<file path="src/rtl/dio_event_pkg.sv">
// Shared register selects for the digital input event block.
// Assumes a 3-bit select; values outside the list read as zero.
package dio_event_pkg;
    typedef enum logic [2:0] {
        SEL_COND  = 3'd0,
        SEL_EVENT = 3'd1,
        SEL_RISE  = 3'd2,
        SEL_FALL  = 3'd3,
        SEL_SUMEN = 3'd4
    } reg_sel_e;
endpackage

</file>
<file path="src/rtl/dio_edge_detect.sv">
// Finds rising and falling transitions of each input line.
// Assumes inputs are synchronous to clk. The history register loads the live
// value during reset too, so levels present at reset release are not edges.
module dio_edge_detect #(
    parameter int N_LINES = 15
) (
    input  logic               clk,
    input  logic [N_LINES-1:0] line_in,
    output logic [N_LINES-1:0] rise,
    output logic [N_LINES-1:0] fall
);
    logic [N_LINES-1:0] prev_q;

    // Keep the previous-clock value of every line (also tracked in reset).
    always_ff @(posedge clk) begin
        prev_q <= line_in;
    end

    // Compare live value with history to form edge flags.
    always_comb begin
        rise = line_in & ~prev_q;
        fall = ~line_in & prev_q;
    end
endmodule

</file>
<file path="src/rtl/dio_event_latch.sv">
// Per-line sticky event bits fed by masked edges, cleared by a read strobe.
// An edge in the same cycle as the clear wins: clear first, then merge.
module dio_event_latch #(
    parameter int N_LINES = 15
) (
    input  logic               clk,
    input  logic               rst_n,
    input  logic [N_LINES-1:0] rise,
    input  logic [N_LINES-1:0] fall,
    input  logic [N_LINES-1:0] rise_mask,
    input  logic [N_LINES-1:0] fall_mask,
    input  logic               clr,
    output logic [N_LINES-1:0] evt
);
    for (genvar b = 0; b < N_LINES; b++) begin : g_bit
        logic hit;
        logic bit_q;

        // Qualify this line's edges against its two masks.
        always_comb hit = (rise[b] & rise_mask[b]) | (fall[b] & fall_mask[b]);

        // Hold the event until read; new hits survive a same-cycle read.
        always_ff @(posedge clk) begin
            if (!rst_n) bit_q <= 1'b0;
            else        bit_q <= (bit_q & ~clr) | hit;
        end

        assign evt[b] = bit_q;
    end
endmodule

</file>
<file path="src/rtl/dio_host_regs.sv">
// Host-writable masks plus the read mux over all five registers.
// Assumes one-cycle strobes; unused upper bits are forced to zero.
module dio_host_regs
    import dio_event_pkg::*;
#(
    parameter int N_LINES = 15,
    parameter int REG_W   = 16,
    parameter int ADDR_W  = 3
) (
    input  logic               clk,
    input  logic               rst_n,
    input  logic [ADDR_W-1:0]  host_addr,
    input  logic               host_wr,
    input  logic               host_rd,
    input  logic [REG_W-1:0]   host_wdata,
    input  logic [N_LINES-1:0] cond,
    input  logic [N_LINES-1:0] evt,
    output logic [N_LINES-1:0] rise_mask,
    output logic [N_LINES-1:0] fall_mask,
    output logic [N_LINES-1:0] sum_en,
    output logic               evt_clr,
    output logic [REG_W-1:0]   host_rdata
);
    localparam int PAD = REG_W - N_LINES;

    logic [N_LINES-1:0] wr_bits;
    logic [N_LINES-1:0] rd_bits;

    assign wr_bits = host_wdata[N_LINES-1:0];
    assign evt_clr = host_rd && (host_addr == ADDR_W'(SEL_EVENT));

    // Mask registers: reset defaults, then host writes by select.
    always_ff @(posedge clk) begin
        if (!rst_n) begin
            rise_mask <= '1;
            fall_mask <= '0;
            sum_en    <= '0;
        end else if (host_wr) begin
            if (host_addr == ADDR_W'(SEL_RISE))  rise_mask <= wr_bits;
            if (host_addr == ADDR_W'(SEL_FALL))  fall_mask <= wr_bits;
            if (host_addr == ADDR_W'(SEL_SUMEN)) sum_en    <= wr_bits;
        end
    end

    // Select the register addressed by the host.
    always_comb begin
        case (host_addr)
            ADDR_W'(SEL_COND):  rd_bits = cond;
            ADDR_W'(SEL_EVENT): rd_bits = evt;
            ADDR_W'(SEL_RISE):  rd_bits = rise_mask;
            ADDR_W'(SEL_FALL):  rd_bits = fall_mask;
            ADDR_W'(SEL_SUMEN): rd_bits = sum_en;
            default:            rd_bits = '0;
        endcase
    end

    assign host_rdata = {{PAD{1'b0}}, rd_bits};
endmodule

</file>
<file path="src/rtl/dio_event_status.sv">
// Top: condition, transition filter, sticky events and summary request.
// Assumes line_in already synchronized; REG_W must exceed N_LINES.
module dio_event_status #(
    parameter int N_LINES = 15,
    parameter int REG_W   = 16,
    parameter int ADDR_W  = 3
) (
    input  logic               clk,
    input  logic               rst_n,
    input  logic [N_LINES-1:0] line_in,
    input  logic [ADDR_W-1:0]  host_addr,
    input  logic               host_wr,
    input  logic               host_rd,
    input  logic [REG_W-1:0]   host_wdata,
    output logic [REG_W-1:0]   host_rdata,
    output logic               srv_req
);
    logic [N_LINES-1:0] rise_v, fall_v;
    logic [N_LINES-1:0] rise_mask, fall_mask, sum_en;
    logic [N_LINES-1:0] evt_q;
    logic               evt_clr;

    dio_edge_detect #(.N_LINES(N_LINES)) u_edge (
        .clk     (clk),
        .line_in (line_in),
        .rise    (rise_v),
        .fall    (fall_v)
    );

    dio_event_latch #(.N_LINES(N_LINES)) u_latch (
        .clk       (clk),
        .rst_n     (rst_n),
        .rise      (rise_v),
        .fall      (fall_v),
        .rise_mask (rise_mask),
        .fall_mask (fall_mask),
        .clr       (evt_clr),
        .evt       (evt_q)
    );

    dio_host_regs #(.N_LINES(N_LINES), .REG_W(REG_W), .ADDR_W(ADDR_W)) u_regs (
        .clk        (clk),
        .rst_n      (rst_n),
        .host_addr  (host_addr),
        .host_wr    (host_wr),
        .host_rd    (host_rd),
        .host_wdata (host_wdata),
        .cond       (line_in),
        .evt        (evt_q),
        .rise_mask  (rise_mask),
        .fall_mask  (fall_mask),
        .sum_en     (sum_en),
        .evt_clr    (evt_clr),
        .host_rdata (host_rdata)
    );

    // Summary request: any event whose enable bit is set.
    always_comb srv_req = |(evt_q & sum_en);
endmodule

</file>
<file path="config.mk">
export PLATFORM = sky130hd
export DESIGN_NAME = dio_event_status
export DESIGN_NICKNAME = d
export VERILOG_FILES = /design/src/rtl/dio_event_pkg.sv /design/src/rtl/dio_edge_detect.sv /design/src/rtl/dio_event_latch.sv /design/src/rtl/dio_host_regs.sv /design/src/rtl/dio_event_status.sv
export SDC_FILE = /design/constraint.sdc
export NUM_CORES = 1
export LEC_CHECK = 0
export CELL_PAD_IN_SITES_DETAIL_PLACEMENT = 1
export CELL_PAD_IN_SITES_GLOBAL_PLACEMENT = 1
export CORE_ASPECT_RATIO = 0.7
export CORE_MARGIN = 4
export CORE_UTILIZATION = 39
export CTS_CLUSTER_SIZE = 25
export DETAILED_ROUTE_END_ITERATION = 10
export PLACE_DENSITY = 0.74
export SKIP_LAST_GASP = 1
export SYNTH_ARGS = -nofsm -noshare
export SYNTH_HDL_FRONTEND = slang
export SYNTH_SLANG_ARGS = --single-unit
</file>
<file path="constraint.sdc">
create_clock -name clk -period 1.6 [get_ports clk]
set_input_delay 0.32 -clock clk [delete_from_list [all_inputs] [get_ports clk]]
set_output_delay 0.32 -clock clk [all_outputs]
set_load 0.01 [all_outputs]
</file>
Yosys cells after proc, flatten, opt, wreduce, memory -nomap -nowiden

Index checks and enable logic that the tools add are counted.

Word-level logic and storage cells: 111
Input port bits: 38
Flip-flop bits (word level): 75

Eq/ne operators: 4
Bitwise operators: 81
Reduce and logical (&&, ||, !) cells: 6
Multiplexer cells: 1

Operators by type and width:

| kind               | number |
|---|---|
| $pmux 15 s5        | 1 |
| $and 1x1->1        | 45 |
| $and 15x15->15     | 3 |
| $not 15->15        | 2 |
| $or 1x1->1         | 30 |
| $reduce_or 15->1   | 1 |
| $eq 3x2->1 const B | 2 |
| $reduce_and 2->1   | 3 |
| $eq 3x1->1 const B | 1 |
| $eq 3x3->1 const B | 1 |
| $logic_not 3->1    | 1 |
| $logic_and 1x1->1  | 1 |
| $not 1->1          | 1 |

Longest topological paths before layout

Gate-level depths: netlist of run 1.

Depth after elaboration: 5
Depth in mapped cells: 6
Gate-level depth less buffers: 3

By module

From an unflattened synthesis of run 1, not the netlist that was laid out.

Cell total of the unflattened synthesis: 410
Area total of the unflattened synthesis: 3812.4 µm²

By module, submodules not included:

| module           | times used | area an instance (µm²) | seq. area each (µm²) | cells an instance |
|---|---|---|---|---|
| dio_host_regs    | 1          | 2318.5                 | 900.9                | 279 |
| dio_event_latch  | 1          | 860.8                  | 300.3                | 77 |
| dio_edge_detect  | 1          | 563.0                  | 300.3                | 45 |
| dio_event_status | 1          | 70.1                   | 0.0                  | 9 |

Least setup slack after synthesis of run 1

No wires, ideal clock.

Path type: input -> output
Start: input port host_addr[0]
End: output port host_rdata[10]
Cell stages on the path: 6
Setup slack: 0.049 ns
Arrival: 1.231 ns
Cells stage by stage: buf_2 > or2_1 > buf_2 > buf_2 > a2bb2oi_1 > o21ai_0

Cells in the longest elaborated chain, start to end: 2
Elaborated cells on any way between the ends: 6

Ends and longest elaborated chain:

| what                                     | RTL line               | RTL |
|---|---|---|
| from (decl)                              | dio_event_status.sv:11 | `input logic [ADDR_W-1:0] host_addr,` |
| $eq 3x3->1, or another cell as far along | dio_host_regs.sv:47    | `case (host_addr)` |
| $pmux 15 s5 (*)                          | dio_host_regs.sv:47    |  |
| to (decl)                                | dio_event_status.sv:15 | `output logic [REG_W-1:0] host_rdata,` |

Mark *: on every way between the ends. The rest lies on a longest branch, timed or not.

Final worst setup path of run 1

Start: register u_latch.g_bit[10].bit_q
End: output port srv_req

Cells in the longest elaborated chain, start to end: 2

Ends and longest elaborated chain:

| what                   | RTL line               | RTL |
|---|---|---|
| from (decl)            | dio_event_latch.sv:17  | `logic bit_q;` |
| from (signal assigned) | dio_event_latch.sv:25  | `else bit_q <= (bit_q & ~clr) \| hit;` |
| $and 15x15->15         | dio_event_status.sv:58 | `always_comb srv_req = \|(evt_q & sum_en);` |
| $reduce_or 15->1       | dio_event_status.sv:58 |  |
| to (decl)              | dio_event_status.sv:16 | `output logic srv_req` |

No other way between the ends.

==> results.py, run 1 <==
metrics = {
    "timing": {
        "setup_viol_count_final": 4,
        "skew_ns": 0.00541,
        "setup_ws_ns": -0.350,
        "rsz0062_at_grt": "true",
        "timing.final.hold_violations": 0,
        "fmax_ghz": 0.513,
        "drv_slew": 0,
        "finalCritPeriodShare_pct": 122,
        "period_needed_ns": 1.95,
        "setup_tns_ns": -0.478,
    },
    "logic_synthesis": {
        "ys_seq_elements": 75,
        "ys.flop_type": "dfxtp_1",
        "synth_top_cell_by_area": "dfxtp_1",
        "synth_edf_count": 0,
        "syn_area_per_cell_um2": 8.66,
        "synth_top_cell_area_share_pct": 46.0,
        "syn_nets": 415,
        "yosysSeqAreaShare_pct": 46.0,
        "ys_warn_count": 0,
        "netlist_instances": 377,
        "synthTopCellsByArea": "dfxtp_1, nand2_1, mux2i_1",
        "synth_cell_types": 32,
        "synthTopCellsByCount": "nand2_1, dfxtp_1, a21oi_1",
        "synth_area_um2": 3260,
        "synth_most_common_cell": "nand2_1",
        "synthArstFlopShare_pct": 0,
    },
    "setup_path": {
        "r2r_cells": 5,
        "r2r_slack_ns": 0.62,
        "cp.arrival_ns": 1.63,
        "required_ns": 1.28,
        "r2r-start": "u_latch.g_bit[0].bit_q",
        "path_cells": "a222oi_1 -> and3_1 -> nand4_1 -> buf_2",
        "crit_fanout": 2,
        "slowest_delay_ns": 0.46,
        "crit_end": "srv_req",
        "cp_slowest_cell": "a222oi_1",
        "crit_start": "u_latch.g_bit[10].bit_q",
        "worstReg2RegEnd": "u_latch.g_bit[0].bit_q",
        "worst-setup-path-type": "reg2out",
        "worstSetupEndpointType": "primary output",
        "cp-start-kind": "flip-flop",
    },
    "floorplan": {
        "die_h_um": 84.5,
        "core_area_um2": 8010,
        "die_area_um2": 9920,
        "start_util_pct": 40.8,
        "pin_count": 55,
        "placementRows": 27,
        "chipWidth_um": 117,
    },
    "cts": {
        "numClockSinks": 75,
        "htreeDepth": 3,
        "cts-root-buf": "clkbuf_16",
        "clock_path_buffers": 2,
        "clk_latency_ns": 0.33,
        "numCtsBuffers": 9,
        "clkTransAtPathRegs_ns": 0.06,
        "cts_hold_buffers": 0,
        "cts_tree": "built",
    },
    "global_routing": {
        "grt_pass1_wl_mm": 19.0,
        "grt.overflow.total": 0,
        "antenna_found_initial": 0,
        "grt_pass1_vias": 3518,
        "grt_max_degree": 43,
        "track_usage_pct": 24.2,
    },
    "cells_and_area": {
        "post-route-util_pct": 59.1,
        "fin_nets": 520,
        "area_growth_pct": 45.0,
        "fin_cells": 587,
        "drive_gt1_share_pct": 26.3,
        "n_antenna_cell": 0,
    },
    "power_and_ir_drop": {
        "leakage_nw": 2.02,
        "ir_drop_mv": 0.646,
        "powerDensity_nw_per_um2": 952,
    },
    "drt": {
        "avgViaCountPerCell": 5.64,
        "dr.first_iter.drc_count": 169,
        "dr.pass1.iters": 4,
        "drc": 0,
        "wl_mm": 12.3,
        "vias": 3308,
        "wl_per_cell_um": 20.9,
        "ant_nets": 0,
    },
    "hold_path": {
        "hp-start": "line_in[1]",
        "hp-class": "in2reg",
    },
    "place": {
        "portBuffers": 52,
        "gp_congestion": 0.773,
        "placed_cells_incl_taps": 558,
        "hpwlAfterDp_mm": 7.58,
    },
    "run": {
        "max_cap_violations": 0,
    },
    "run_status": {
        "violations": "negative setup slack",
        "status": "finished with violations",
    },
}
## cell type report
type / count / area (um2)
multi-input combinational: 278 / 1720
tap: 101 / 126
clock inverter: 2 / 12.5
inverter: 1 / 3.75
sequential: 75 / 1520
clock buffer: 13 / 250
timing repair buffer: 117 / 1110
fill: 931 / 3270
## cell families after synthesis
logic type / after synthesis / share of synthesized area (%)
AND/OR/NAND/NOR: 165 / 25.2
AO/OA/AOI/OAI: 82 / 15.6
flip-flops: 75 / 46.0
multiplexers: 29 / 8.89
buffers and inverters: 25 / 4.22
other: 1 / 0.115
## metal layers
metal  GRT usage [%]  share of wire [%]  vias to the layer above
met5               0                  0                        -
met4            7.35                2.2                        0
met3            5.52                4.6                       21
met2            42.3                 49                       93
met1            30.1                 44                     1646
li1                -                  -                     1548
## worst min path at each step
stage / cells past startpoint / end / slack [ns]
2_1_floorplan: 0 / u_edge.prev_q[0] / 0.35
3_3_place_gp: 2 / u_regs.fall_mask[1] / 0.46
3_5_place_dp: 2 / u_regs.fall_mask[7] / 0.47
4_1_cts: 1 / u_edge.prev_q[14] / 0.28
5_1_grt: 2 / u_edge.prev_q[10] / 0.27
6_report: 2 / u_edge.prev_q[1] / 0.25
## repair_timing
action	CTS	global route
resized for setup	112	29
buffers inserted	7	5
pin swaps	8	7
gates cloned	4	1
setup endpoints to repair	16	15
## stage by stage
stage	setup slack (ns)	hold WS, ns	power, mW	cell area, um2
finish	-0.350	0.250	4.51	4730
global route	-0.415	0.271	4.68	4730
CTS	-0.233	0.278	4.49	4640
detailed placement	-0.853	0.466	2.65	4290
global placement	-0.799	0.462	2.63	4290
floorplan	0.0488	0.348	2.29	3260
## state kept, by name, indices dropped and copies added, names as in the netlist
register             cells
u_edge.prev_q           15
u_latch.g_bit.bit_q     15
u_regs.fall_mask        15
u_regs.rise_mask        15
u_regs.sum_en           15
## power breakdown
| part | internal, mW | total (mW) | switching (mW) |
|---|---|---|---|
| clock network | 1.08 | 1.83 | 0.751 |
| registers | 1.95 | 2.01 | 0.0607 |
| logic | 0.346 | 0.660 | 0.314 |
| total | 3.38 | 4.51 | 1.13 |
## worst max-delay path: cells and delay by family, from the launching register on
kind	cells	cell delay, ns
DFF	1	0.32
buffers and inverters	1	0.17
AOI/OAI and AO/OA	1	0.46
and+or+nand+nor	2	0.35
## layout by cell type (no fill, tap or decap), types with 2 or more instances in the layout
| master | instances |
|---|---|
| a31oi_1 | 15 |
| a2bb2oi_1 | 5 |
| dlygate4sd2_1 | 12 |
| o21ai_1 | 6 |
| mux2i_1 | 24 |
| nand3b_1 | 30 |
| clkbuf_16 | 10 |
| and4bb_2 | 2 |
| nand3_1 | 15 |
| a21o_1 | 6 |
| buf_6 | 6 |
| dfxtp_2 | 15 |
| clkdlybuf4s50_1 | 18 |
| a21oi_1 | 31 |
| a22oi_1 | 4 |
| dlymetal6s2s_1 | 3 |
| nand4bb_1 | 3 |
| o22ai_1 | 5 |
| nand2_1 | 106 |
| mux2i_4 | 2 |
| a2bb2oi_2 | 3 |
| buf_4 | 49 |
| dfxtp_1 | 60 |
| mux2i_2 | 3 |
| clkbuf_1 | 3 |
| buf_2 | 15 |
| or2_4 | 2 |
| buf_12 | 10 |
Power figures use the tool's default switching activity.
==> run 2, diff against run 1 <==
--- a/config.mk
+++ b/config.mk
@@ -12,7 +12,9 @@
 export CORE_UTILIZATION = 39
 export CTS_CLUSTER_SIZE = 25
 export DETAILED_ROUTE_END_ITERATION = 10
+export HOLD_SLACK_MARGIN = 0.15
 export PLACE_DENSITY = 0.74
+export SETUP_SLACK_MARGIN = 0.02
 export SKIP_LAST_GASP = 1
 export SYNTH_ARGS = -nofsm -noshare
 export SYNTH_HDL_FRONTEND = slang
==> run 2 against run 1 <==
Net effect:
- the flow still finishes with violations (negative setup slack)
- die area is the same
- non-clock buffer count grew 2
- sequential share of layout area grew 0.089 points
- register-to-register slack gained 0.14 ns
- combinational power shrank 0.8%
- critical path depth is the same
- setup slack gained 0.11 ns
- fmax grew 6.2%
- wire length shrank 2.7%
- power shrank 0.19%
- final cell count grew 0.34%
- largest power group unchanged
- highest routed layer unchanged
==> results.py, run 2 (synthesis results as in run 1) <==
metrics = {
    "floorplan": {
        "pin_count": 55,
        "chipWidth_um": 117,
        "placementRows": 27,
        "die_h_um": 84.5,
        "start_util_pct": 40.8,
        "core_area_um2": 8010,
        "die_area_um2": 9920,
    },
    "hold_path": {
        "holdPathEnd": "u_edge.prev_q[10]",
        "hold_depth": 2,
        "hp-class": "in2reg",
        "hp-start": "line_in[10]",
    },
    "power_and_ir_drop": {
        "powerDensity_nw_per_um2": 949,
        "ir_drop_mv": 0.663,
        "leakage_nw": 2.01,
        "finalPower_mw": 4.50,
    },
    "cts": {
        "numClockSinks": 75,
        "clock_path_buffers": 2,
        "clk_latency_ns": 0.33,
        "htreeDepth": 3,
        "cts-root-buf": "clkbuf_16",
        "cts_tree": "built",
        "numCtsBuffers": 9,
        "clkTransAtPathRegs_ns": 0.06,
    },
    "setup_path": {
        "r2r_cells": 4,
        "critPathTopFamily": "compound AO/OA/AOI/OAI gates",
        "cp-start-kind": "flip-flop",
        "r2r-start": "u_latch.g_bit[0].bit_q",
        "cp_num_cells": 4,
        "path_buf_inv": 1,
        "r2r_slack_ns": 0.76,
        "required_ns": 1.28,
        "crit_fanout": 2,
        "worst-setup-path-type": "reg2out",
        "path_cells": "a222oi_1 -> and3_1 -> nand4_1 -> buf_2",
        "worstReg2RegEnd": "u_latch.g_bit[0].bit_q",
        "slowest_delay_ns": 0.37,
        "crit_start": "u_latch.g_bit[10].bit_q",
        "worstSetupEndpointType": "primary output",
        "cp_slowest_cell": "a222oi_1",
        "cp.arrival_ns": 1.52,
    },
    "global_routing": {
        "grt.overflow.total": 0,
        "grt_pass1_vias": 3518,
        "use_met3_pct": 5.32,
        "grt_max_degree": 43,
        "grtUsageMet2_pct": 42.2,
        "antenna_found_initial": 0,
        "track_usage_pct": 24.2,
        "grt_pass1_wl_mm": 18.9,
        "top_usage_layer": "met2",
        "use_met1_pct": 30.2,
    },
    "timing": {
        "fmax_ghz": 0.545,
        "setup_ws_ns": -0.236,
        "finalCritPeriodShare_pct": 115,
        "period_needed_ns": 1.84,
        "setup_tns_ns": -0.341,
        "setup_viol_count_final": 3,
        "rsz0062_at_grt": "true",
        "skew_ns": 0.00495,
        "drv_slew": 0,
        "timing.final.hold_violations": 0,
    },
    "cells_and_area": {
        "area_growth_pct": 45.2,
        "n_antenna_cell": 0,
        "final_cell_mix": "nand2_1, dfxtp_1, buf_4",
        "fin_nets": 522,
        "drive_gt1_share_pct": 27.7,
        "final_common_cell": "nand2_1",
        "fillCellCount": 941,
    },
    "drt": {
        "vias": 3277,
        "drc": 0,
        "wl_mm": 11.9,
        "avgViaCountPerCell": 5.56,
        "dr.first_iter.drc_count": 161,
        "dr.pass1.iters": 4,
        "ant_nets": 0,
        "wl_per_cell_um": 20.3,
    },
    "place": {
        "portBuffers": 52,
        "hpwlAfterDp_mm": 7.58,
        "gp_congestion": 0.773,
    },
    "run_status": {
        "status": "finished with violations",
        "violations": "negative setup slack",
    },
    "run": {
        "max_cap_violations": 0,
    },
}
[run 2: stage by stage]
step	area [um2]	std cells	util (%)	hold WS, ns	setup WS (ns)
after global routing	4740	589	59.2	0.260	-0.352
after CTS	4620	582	57.7	0.278	-0.233
after floorplan	3260	377	-	0.348	0.0488
final	4740	589	59.2	0.249	-0.236
after global placement	4290	558	53.6	0.462	-0.799
after detailed placement	4290	558	53.6	0.466	-0.853
[run 2: area by class of cell]
| cell class | count | area [um2] | share of cell area, % |
|---|---|---|---|
| sequential | 75 | 1530 | 32.2 |
| clock buffer | 13 | 250 | 5.28 |
| multi-input combinational | 278 | 1710 | 36.0 |
| timing repair buffer | 119 | 1110 | 23.5 |
| inverter | 1 | 3.75 | 0.0792 |
| clock inverter | 2 | 12.5 | 0.264 |
| tap | 101 | 126 | 2.67 |
[run 2: worst max path at each step]
stage	endpoint	slack, ns
2_1_floorplan	host_rdata[10]	0.05
3_3_place_gp	host_rdata[4]	-0.80
3_5_place_dp	host_rdata[14]	-0.85
4_1_cts	srv_req	-0.23
5_1_grt	srv_req	-0.35
6_report	srv_req	-0.24
[run 2: report_power, final]
| group | switching, mW | total [mW] | internal [mW] |
|---|---|---|---|
| logic | 0.310 | 0.655 | 0.345 |
| clock network | 0.749 | 1.83 | 1.08 |
| registers | 0.0583 | 2.01 | 1.95 |
| total | 1.12 | 4.50 | 3.38 |
[run 2: layer usage]
layer	routed length [um]	vias to the layer above
li1	-	1547
met1	5350	1626
met2	5840	88
met3	569	16
met4	172	0
met5	0	-
[run 2: repair_timing]
action,in CTS,in global routing
setup buffers,7,7
pin swaps,9,7
gates cloned,3,1
hold buffers,0,0
setup endpoints to repair,17,15
resized for setup,119,25
==> run 3, diff against run 2 <==
--- a/config.mk
+++ b/config.mk
@@ -15,7 +15,6 @@
 export HOLD_SLACK_MARGIN = 0.15
 export PLACE_DENSITY = 0.74
 export SETUP_SLACK_MARGIN = 0.02
-export SKIP_LAST_GASP = 1
 export SYNTH_ARGS = -nofsm -noshare
 export SYNTH_HDL_FRONTEND = slang
 export SYNTH_SLANG_ARGS = --single-unit
==> run 3 against run 2 <==
Net effect:
- the flow still finishes with violations (negative setup slack)
- design area is 1.5% higher
- first-iteration DRC count rose by 32%
- flip-flop and latch count unchanged
- utilization increased by 0.91 points
- sequential power about the same
- global-route usage up 0.19 points
- critical path type unchanged
- highest routed layer unchanged
==> results.py, run 3 (synthesis results as in run 1) <==
metrics = {
    "run_status": {
        "status": "finished with violations",
        "violations": "negative setup slack",
    },
    "timing": {
        "fmax_ghz": 0.554,
        "skew_ns": 0.00468,
        "setup_ws_ns": -0.205,
        "period_needed_ns": 1.81,
        "finalCritPeriodShare_pct": 113,
        "drv_slew": 0,
        "timing.final.hold_violations": 0,
        "setup_viol_count_final": 3,
        "rsz0062_at_grt": "true",
    },
    "cts": {
        "htreeDepth": 3,
        "cts_hold_buffers": 0,
        "clock_path_buffers": 2,
        "cts-root-buf": "clkbuf_16",
        "clkTransAtPathRegs_ns": 0.05,
        "numCtsBuffers": 9,
        "numClockSinks": 75,
        "clk_latency_ns": 0.33,
        "cts_tree": "built",
    },
    "floorplan": {
        "placementRows": 27,
        "pin_count": 55,
        "core_area_um2": 8010,
        "die_h_um": 84.5,
        "die_area_um2": 9920,
        "chipWidth_um": 117,
        "start_util_pct": 40.8,
    },
    "cells_and_area": {
        "drive_gt1_share_pct": 29.0,
        "area_growth_pct": 47.5,
        "post-route-util_pct": 60.1,
        "n_antenna_cell": 0,
        "fin_cells": 591,
        "final_cell_mix": "nand2_1, dfxtp_1, buf_4",
        "final_common_cell": "nand2_1",
        "fin_nets": 524,
    },
    "drt": {
        "dr.first_iter.drc_count": 213,
        "wl_mm": 12.1,
        "wl_per_cell_um": 20.4,
        "vias": 3293,
        "ant_nets": 0,
        "dr.pass1.iters": 4,
        "avgViaCountPerCell": 5.57,
        "drc": 0,
    },
    "global_routing": {
        "grt_pass1_vias": 3549,
        "track_usage_pct": 24.4,
        "antenna_found_initial": 0,
        "grt_max_degree": 43,
        "grt.overflow.total": 0,
        "grt_pass1_wl_mm": 19.1,
    },
    "hold_path": {
        "hp-class": "in2reg",
    },
    "setup_path": {
        "worst-setup-path-type": "reg2out",
        "slowest_delay_ns": 0.35,
        "cp.arrival_ns": 1.49,
        "path_cells": "a222oi_1 -> and3_1 -> nand4_1 -> buf_2",
        "cp-start-kind": "flip-flop",
        "crit_fanout": 2,
        "worstSetupEndpointType": "primary output",
        "cp_slowest_cell": "a222oi_1",
        "required_ns": 1.28,
    },
    "power_and_ir_drop": {
        "leakage_nw": 2.02,
        "ir_drop_mv": 0.639,
        "powerDensity_nw_per_um2": 940,
        "finalPower_mw": 4.52,
    },
    "place": {
        "placed_cells_incl_taps": 558,
        "hpwlAfterDp_mm": 7.58,
        "gp_congestion": 0.773,
        "portBuffers": 52,
    },
    "run": {
        "max_cap_violations": 0,
    },
}
## run 3: layout make-up
type	instances	area, um2
well taps	101	126
flip-flops and latches	75	1530
repair buffers	121	1150
clock inverters	2	12.5
clock buffers	13	250
multi-input cells	278	1750
inverters	1	3.75
fillers	930	3190
## run 3: power by group
group          total, mW  switching, mW  internal (mW)
clock network       1.83          0.751           1.08
logic              0.677          0.316          0.361
registers           2.01         0.0595           1.95
## run 3: layer usage
| metal | vias to the layer above | global-route usage (%) | share of wire (%) |
|---|---|---|---|
| met5 | - | 0 | 0 |
| met4 | 0 | 7.88 | 1.7 |
| met3 | 18 | 5.52 | 5.4 |
| met2 | 94 | 42.0 | 49 |
| met1 | 1625 | 30.5 | 44 |
| li1 | 1556 | - | - |
## run 3: timing repair
item / 4_1_cts / 5_1_grt
setup buffers: 7 / 9
setup endpoints to repair: 17 / 15
resized for setup: 125 / 31
pin swaps: 9 / 7
gates cloned: 3 / 1
## run 3: per-stage QoR
step,area [um2],setup slack (ns),TNS (ns),hold WS (ns)
CTS,4630,-0.233,-0.275,0.278
finish,4810,-0.205,-0.244,0.270
floorplan,3260,0.0488,0,0.348
detailed placement,4290,-0.853,-21.56,0.466
global route,4810,-0.353,-0.556,0.278
global placement,4290,-0.799,-18.39,0.462
## run 3: critical path: cells and delay by family (launching register included)
family | cells | cell delay (ns)
buffers and inverters | 1 | 0.17
AND/OR/NAND/NOR | 2 | 0.32
flip-flops | 1 | 0.32
AO/OA/AOI/OAI | 1 | 0.35
## run 3: worst paths after layout
path	slack [ns]	from	depth (start not counted)	endpoint
worst max register to register	0.76	u_latch.g_bit[0].bit_q	4	u_latch.g_bit[0].bit_q
worst min register to register	0.48	u_regs.fall_mask[11]	2	u_regs.fall_mask[11]
worst min-delay path	0.27	line_in[0]	2	u_edge.prev_q[0]
worst max-delay path	-0.21	u_latch.g_bit[10].bit_q	4	srv_req
